===== src/rtl/aon_rtc_pkg.sv =====
package aon_rtc_pkg;
  localparam logic [11:0] OFS_CNT_HI = 12'h000;
  localparam logic [11:0] OFS_CNT_LO = 12'h004;
  localparam logic [11:0] OFS_CTRL   = 12'h008;
  localparam int CTRL_TURN_OFF_BIT = 6;
  localparam int CTRL_PD_EN_BIT    = 5;

  typedef struct packed {
    logic hi;
    logic lo;
    logic ctrl;
  } rtc_sel_t;
endpackage


===== src/rtl/aon_rtc_decode.sv =====
module aon_rtc_decode
  import aon_rtc_pkg::*;
#(
  parameter int ADDR_W = 12
) (
  input  logic [ADDR_W-1:0] addr,
  input  logic              wr,
  output rtc_sel_t          rd_sel,
  output rtc_sel_t          wr_sel
);
  logic aligned;

  always_comb begin
    aligned     = (addr[1:0] == 2'b00);
    rd_sel.hi   = aligned && (addr == ADDR_W'(OFS_CNT_HI));
    rd_sel.lo   = aligned && (addr == ADDR_W'(OFS_CNT_LO));
    rd_sel.ctrl = aligned && (addr == ADDR_W'(OFS_CTRL));
    wr_sel.hi   = wr && rd_sel.hi;
    wr_sel.lo   = wr && rd_sel.lo;
    wr_sel.ctrl = wr && rd_sel.ctrl;
  end
endmodule


===== src/rtl/aon_rtc_counter.sv =====
module aon_rtc_counter #(
  parameter int CNT_W  = 47,
  parameter int DATA_W = 32
) (
  input  logic              clk,
  input  logic              rst,
  input  logic              tick_en,
  input  logic              we_hi,
  input  logic              we_lo,
  input  logic [DATA_W-1:0] wdata,
  output logic [CNT_W-1:0]  count
);
  localparam int HI_W = CNT_W - DATA_W;

  logic [CNT_W-1:0] cnt_q;

  // No reset: the count is preserved across a reset of the bus logic.
  always_ff @(posedge clk) begin
    if (we_lo)
      cnt_q <= {cnt_q[CNT_W-1:DATA_W], wdata};
    else if (we_hi)
      cnt_q <= {wdata[HI_W-1:0], cnt_q[DATA_W-1:0]};
    else if (tick_en)
      cnt_q <= cnt_q + 1'b1;
  end

  assign count = cnt_q;

  AST_TICK_STEP: assert property (@(posedge clk) disable iff (rst)
    (tick_en && !we_hi && !we_lo) |=> (count == $past(count) + 1'b1));
  AST_IDLE_HOLD: assert property (@(posedge clk) disable iff (rst)
    (!tick_en && !we_hi && !we_lo) |=> $stable(count));
  AST_LO_LOAD: assert property (@(posedge clk) disable iff (rst)
    we_lo |=> (count[DATA_W-1:0] == $past(wdata)) && (count[CNT_W-1:DATA_W] == $past(count[CNT_W-1:DATA_W])));
  AST_HI_LOAD: assert property (@(posedge clk) disable iff (rst)
    (we_hi && !we_lo) |=> (count[CNT_W-1:DATA_W] == $past(wdata[HI_W-1:0])) && (count[DATA_W-1:0] == $past(count[DATA_W-1:0])));
endmodule


===== src/rtl/aon_rtc_ctrl.sv =====
module aon_rtc_ctrl
  import aon_rtc_pkg::*;
#(
  parameter int DATA_W = 32
) (
  input  logic              clk,
  input  logic              rst,
  input  logic              we,
  input  logic [DATA_W-1:0] wdata,
  output logic [DATA_W-1:0] ctrl,
  output logic              shutdown
);
  logic [DATA_W-1:0] ctrl_q;
  logic              sd_q;

  always_ff @(posedge clk) begin
    if (rst) begin
      ctrl_q <= '0;
      sd_q   <= 1'b0;
    end else begin
      if (we) ctrl_q <= wdata;
      sd_q <= we && wdata[CTRL_TURN_OFF_BIT] && wdata[CTRL_PD_EN_BIT];
    end
  end

  assign ctrl     = ctrl_q;
  assign shutdown = sd_q;

  AST_SD_CAUSE: assert property (@(posedge clk) disable iff (rst)
    $rose(shutdown) |-> $past(we));
  AST_CTRL_CLEAR: assert property (@(posedge clk)
    rst |=> (ctrl == '0) && !shutdown);
  AST_CTRL_KEEP: assert property (@(posedge clk) disable iff (rst)
    !we |=> $stable(ctrl));
endmodule


===== src/rtl/aon_rtc.sv =====
module aon_rtc
  import aon_rtc_pkg::*;
#(
  parameter int ADDR_W = 12,
  parameter int DATA_W = 32,
  parameter int CNT_W  = 47
) (
  input  logic              clk,
  input  logic              rst,
  input  logic              tick_en,
  input  logic [ADDR_W-1:0] bus_addr,
  input  logic              bus_wr,
  input  logic [DATA_W-1:0] bus_wdata,
  output logic [DATA_W-1:0] rd_data,
  output logic              shutdown_req
);
  localparam int HI_W = CNT_W - DATA_W;

  rtc_sel_t          rd_sel, wr_sel;
  logic [CNT_W-1:0]  count;
  logic [DATA_W-1:0] ctrl;
  logic [DATA_W-1:0] rd_q;

  aon_rtc_decode #(.ADDR_W(ADDR_W)) u_dec (
    .addr(bus_addr), .wr(bus_wr), .rd_sel(rd_sel), .wr_sel(wr_sel));

  aon_rtc_counter #(.CNT_W(CNT_W), .DATA_W(DATA_W)) u_cnt (
    .clk(clk), .rst(rst), .tick_en(tick_en), .we_hi(wr_sel.hi),
    .we_lo(wr_sel.lo), .wdata(bus_wdata), .count(count));

  aon_rtc_ctrl #(.DATA_W(DATA_W)) u_ctrl (
    .clk(clk), .rst(rst), .we(wr_sel.ctrl), .wdata(bus_wdata),
    .ctrl(ctrl), .shutdown(shutdown_req));

  always_ff @(posedge clk) begin
    if (rst)              rd_q <= '0;
    else if (rd_sel.hi)   rd_q <= {{(DATA_W-HI_W){1'b0}}, count[CNT_W-1:DATA_W]};
    else if (rd_sel.lo)   rd_q <= count[DATA_W-1:0];
    else if (rd_sel.ctrl) rd_q <= ctrl;
    else                  rd_q <= '0;
  end

  assign rd_data = rd_q;

  AST_UNMAPPED_ZERO: assert property (@(posedge clk) disable iff (rst)
    !(rd_sel.hi || rd_sel.lo || rd_sel.ctrl) |=> (rd_data == '0));
  AST_HI_ZERO_EXT: assert property (@(posedge clk) disable iff (rst)
    rd_sel.hi |=> (rd_data[DATA_W-1:HI_W] == '0));
endmodule


===== config.mk =====
export PLATFORM = sky130hd
export DESIGN_NAME = aon_rtc
export DESIGN_NICKNAME = d
export VERILOG_FILES = /design/src/rtl/aon_rtc_pkg.sv /design/src/rtl/aon_rtc_decode.sv /design/src/rtl/aon_rtc_counter.sv /design/src/rtl/aon_rtc_ctrl.sv /design/src/rtl/aon_rtc.sv
export SDC_FILE = /design/constraint.sdc
export NUM_CORES = 1
export LEC_CHECK = 0
export BUFFER_PORTS_ARGS = -buffer_cell sky130_fd_sc_hd__buf_2
export CORE_AREA = 10 10 117 119
export DETAILED_ROUTE_END_ITERATION = 8
export DIE_AREA = 0 0 127 129
export GPL_TIMING_DRIVEN = 0
export PLACE_DENSITY = 0.79
export SKIP_LAST_GASP = 1
export SLEW_MARGIN = 20
export SYNTH_ARGS = -nofsm -noshare
export SYNTH_HDL_FRONTEND = slang
export SYNTH_HIERARCHICAL = 1
export SYNTH_SLANG_ARGS = --single-unit
export TNS_END_PERCENT = 50

===== constraint.sdc =====
create_clock -name clk -period 2.8 [get_ports clk]
set_input_delay 0.28 -clock clk [delete_from_list [all_inputs] [get_ports clk]]
set_output_delay 0.28 -clock clk [all_outputs]
set_load 0.05 [all_outputs]

After elaboration in Yosys (flattened, before gate mapping)
Index checks and enable logic that the tools add are counted.
- add/sub/neg operators: 1
- multiply operators: 0
- divide/modulo/power cells: 0
- magnitude comparators: 0
- eq/ne operators: 3
- shifts and indexed selects: 0
- multiplexer cells: 6
- bitwise gates (word level): 1
- reductions and logical operators: 15
- operators with widths (cell ; number):
    $mux 32 ; 3
    $mux 47 ; 2
    $add 47x1->47 const B ; 1
    $mux 15 ; 1
    $eq 12x3->1 const B ; 1
    $eq 12x4->1 const B ; 1
    $logic_not 12->1 ; 1
    $logic_and 1x1->1 ; 8
    $reduce_and 2->1 ; 2
    $reduce_bool 2->1 ; 2
    $logic_not 2->1 ; 1
    $ne 2x2->1 const B ; 1
    $reduce_or 2->1 ; 1
    $not 1->1 ; 1
- flip-flop bits (word level): 112
- latch bits: 0
- bits in writable memories: 0
- memory bits (read-only): 0
- output and inout bits: 33
- memories: 0

Depth between registers and ports, before layout
- depth in word-level cells: 5
- gate-level depth with buffers: 7
- mapped depth without buffers: 6

By module
Netlist, hierarchy kept.
- by module, submodules not included (module ; times used ; cells an instance ; area each (um^2) ; seq. area each (um^2)):
    aon_rtc_counter ; 1 ; 308 ; 2945.3 ; 1411.4
    aon_rtc ; 1 ; 160 ; 1525.2 ; 640.6
    aon_rtc_ctrl ; 1 ; 107 ; 1206.2 ; 660.6
    aon_rtc_decode ; 1 ; 18 ; 120.1 ; 0.0

Worst setup path before layout
OpenSTA, ideal clock, no wires.
- kind: input port to flip-flop
- start point: input port bus_addr[1]
- end point: register u_cnt.cnt_q[32], in the netlist u_cnt/count[32], enable pin
- library setup time: 386 ps
- arrival: 2495 ps
- required time: 2414 ps
- setup slack: -82 ps
- stages on the path: 6
- path through: or4_1 > buf_2 > nor4_1 > clkbuf_1 > nor2_1 > nor2_1
- RTL lines (element ; RTL line ; RTL):
    from (decl) ; aon_rtc.sv:11 ; input logic [ADDR_W-1:0] bus_addr,
    to (signal assigned) ; aon_rtc_counter.sv:20 ; cnt_q <= {cnt_q[CNT_W-1:DATA_W], wdata};
    to (signal assigned) ; aon_rtc_counter.sv:22 ; cnt_q <= {wdata[HI_W-1:0], cnt_q[DATA_W-1:0]};
    to (signal assigned) ; aon_rtc_counter.sv:24 ; cnt_q <= cnt_q + 1'b1;
    to (decl) ; aon_rtc_counter.sv:15 ; logic [CNT_W-1:0] cnt_q;

==> results.md <==
- Insertion delay to the later sink of the worst-skew pair: approximately 360 ps
- Fin nets: 733
- Most used cell, CP: clkbuf_1
- Leakage power figure: 2.344 nW
- DR DRC count: 0
- Worst reg2reg path depth: 6
- Synth Register Bits: 112
- CP top delay family: simple AND/OR/NAND/NOR gates
- Peak Freq: roughly 380 MHz
- Filler cells: 996
- Die width: 127 um
- VDD IR max: ~0.00045 V
- RSZ-0062 raised after global routing: false
- Worst hold start: bus_wdata[22]
- Synth warnings: 6
- Number of cell rows: 39
- Global-route wire length before repair: 26,030 um
- Status: complete, no violations
- Area occupied by multi-input gates: 2769 sq um
- Slowest-stage cell, CP: nor4_4
- CP Buf/Inv Count: 3
- DIE AREA: 16,380 sq um
- Max Transition Viols Final: 0
- Pre-antenna DRT Iters: 5
- Hpwl dp: 11,900 um
- Clk buf depth: 2
- Clock sinks: 112
- Initial drt markers: 551
- Initial antenna violation count: 0
- Register clock-pin slew on the reported worst setup and hold paths: ~70 ps
- DR vias/cell: 5.972
- Grt met3 use: 5.257%
- H-tree Lvls: 3
- Final Hold Viols: 0
- Critical path type: input pin to flop
- Worst hold path type: input pin to flop
- Post-CTS Setup Inserts: 0
- Initial Util: around 50%
- # diodes: 0
- Core area: 11,320 sq um
- Vias in the first global route: approximately 5,000
- Share of the synthesized area in the top cell type: about a quarter
- Count of final setup violators: 0
- Final instance count without filler cells: around 830
- Post-Syn Area: around 5800 sq um
- Asr flop ratio synth: 0%
- I/O pins: 81
- Via count: between 4,000 and 5,000
- Ys flop type: dfxtp_1
- Largest net degree at the start of global routing: 33
- Crit share post-route: 94.37%
- Distinct cells, synth: 51
- Largest stage delay on the critical path: 580 ps
- Startpoint types: input pin
- All-Layer GR Usage: 19.76%
- Reg-to-reg setup timing slack: 320 ps
- Grt peak-use layer: met2
- R2R Path Start: u_cnt/count[0]$_DFFE_PP_
- CTS tree: built
- Wire per inst: 19.68 um
- Placed cell area: 6392 sq um
- Clock skew: 9.103 ps
- Worst-path cell chain: buf_2 > or4_1 > clkbuf_1 > nor4_4 > clkbuf_1 > nor2_1 > nor2_4
- GP Congestion: 0.9016
- Hold path cells: 3
- Reg-to-Reg End: u_cnt/count[40]$_DFFE_PP_
- Number of flops mapped to enable cells by yosys: 47
- Post-Synthesis Cells: 593
- Worst Tran Pin Value: 904.3 ps
- CP arrival: about 2700 ps
- Minimum clock period: 2642 ps
- Finished Cell Area: 6740 sq um
- Synth top area cells: edfxtp_1, dfxtp_1, mux2i_1
- Crit. End Element: flop
- Die Y: 129 um
- CP max FO: 15
- Port Buffer Count: 80
- CP required: 2810 ps
- Seq/Total Area, Yosys: 46.79%
- Met1 Track Usage GR: 24.39%
- Routed WL: between 15,000 and 20,000 um
- Pwr dens: 506.4 nW/um^2
- Cts bufs inserted: 9
- Syn avg cell area: about 10 sq um
- Total global routing overflow: 0
- Share of post-route cells with drive strength above 1: between 20 and 25%
- Crit path from: bus_addr[5]
- Routing usage on met2: between 30% and 40%
- Syn Nets: 642
- Maxcap violations: 0
- Post-synthesis to final-layout area growth: 16.27%
- Slew headroom: about 39%
- Register area: ~2700 sq um
- ANT nets after route: 0
- Post-Place Cells: about 820
- Clock root buffer: clkbuf_16
- Min-Delay Endpoint: u_ctrl/ctrl[22]$_SDFFE_PP0P_
- Post-synth top area cell: edfxtp_1
metrics by stage:
step | hold WS [ps] | util, % | worst slack (ps) | power [mW] | setup TNS [ps]
after global routing | 184.8 | 59.54 | 120.1 | 3.522 | 0
after CTS | 170.7 | 59.48 | 8.648 | 3.425 | 0
after global placement | 463.3 | 56.36 | -1048 | 2.035 | -70890
after floorplan | 358.7 | - | 152.0 | 1.946 | 0
after detailed placement | 479.2 | 56.47 | -593.4 | 2.044 | -32010
final | 170.9 | 59.54 | 157.6 | 3.413 | 0
what timing repair did:
action,CTS,global route
gates resized for setup,2,3
setup endpoints to repair,47,47
hold buffers,0,0
logic make-up (layout without fill, tap and decap cells):
group | count (synthesis) | after routing | share of synthesized area (%)
AOI/OAI and AO/OA | 98 | 98 | 11.38
DFF | 112 | 112 | 46.79
adders and majority gates | 1 | 1 | 0.2158
buffers and inverters | 60 | 156 | 6.065
and+or+nand+nor | 248 | 248 | 23.66
muxes | 32 | 32 | 5.547
xor gates and xnor gates | 42 | 42 | 6.346
cell type report:
type | instances | share of cell area (%)
clock inverter | 3 | 0.6497
clock buffer | 13 | 4.195
tap | 143 | 2.655
sequential | 112 | 40.25
inverter | 21 | 1.169
timing repair buffer | 80 | 5.940
multi-input combinational | 421 | 41.08
buffer | 39 | 4.065
routing by layer:
metal  routed length (um)  up-vias
met5                    0        -
met4                  374        0
met3                 1500       44
met2                 7741      250
met1                 6754     2369
li1                     -     2306
placed cells by master (no fill, tap or decap), drive strengths merged, types with 2 or more instances in the layout:
cell type,Yosys,final
a21oi,34,34
a221oi,15,15
a31oi,3,3
and2,3,3
and3,2,2
and4,10,10
buf,24,104
clkbuf,15,28
clkinv,1,2
dfxtp,65,65
edfxtp,47,47
inv,20,21
mux2i,31,31
nand2,72,72
nand2b,3,3
nand3,17,17
nand3b,34,34
nand4,18,18
nor2,45,45
nor3,11,11
nor4,17,17
o21ai,43,43
or2,5,5
or3,4,4
or4,3,3
xnor2,28,28
xor2,14,14
report_power, final:
group          total [mW]  switching (mW)  internal, mW
sequential           1.81          0.0600          1.75
clock                1.40           0.592         0.805
combinational       0.203           0.121        0.0827
total                3.41           0.773          2.64
registers in the layout, indices dropped and copies added, names as in the netlist:
name,cells
u_ctrl/ctrl,32
u_ctrl/shutdown,1
rd_data,32
u_cnt/count,47
worst max path at each step:
| stage | end | slack, ps | depth (start not counted) |
|---|---|---|---|
| after detailed placement | u_cnt/count[28]$_DFFE_PP_ | -590 | 6 |
| after CTS | u_cnt/count[36]$_DFFE_PP_ | 9 | 7 |
| after global placement | u_cnt/count[0]$_DFFE_PP_ | -1050 | 6 |
| after global routing | u_cnt/count[41]$_DFFE_PP_ | 120 | 7 |
| final | u_cnt/count[33]$_DFFE_PP_ | 160 | 7 |
| after floorplan | u_cnt/count[32]$_DFFE_PP_ | 150 | 6 |
tightest hold or removal path: stages:
cell and delay, ps:
buf_2 90, mux2i_1 60, nor2_1 70
Yosys cell counts, types with 15 or more instances:
cell type / number
nand3b_1: 33
nand4_1: 15
nand3_1: 17
mux2i_1: 31
o21ai_0: 43
nor2_1: 45
a21oi_1: 24
nand2_1: 71
nor4_1: 16
xnor2_1: 28
dfxtp_1: 65
edfxtp_1: 47
clkbuf_1: 15
inv_1: 20
Power figures use the tool's default switching activity.
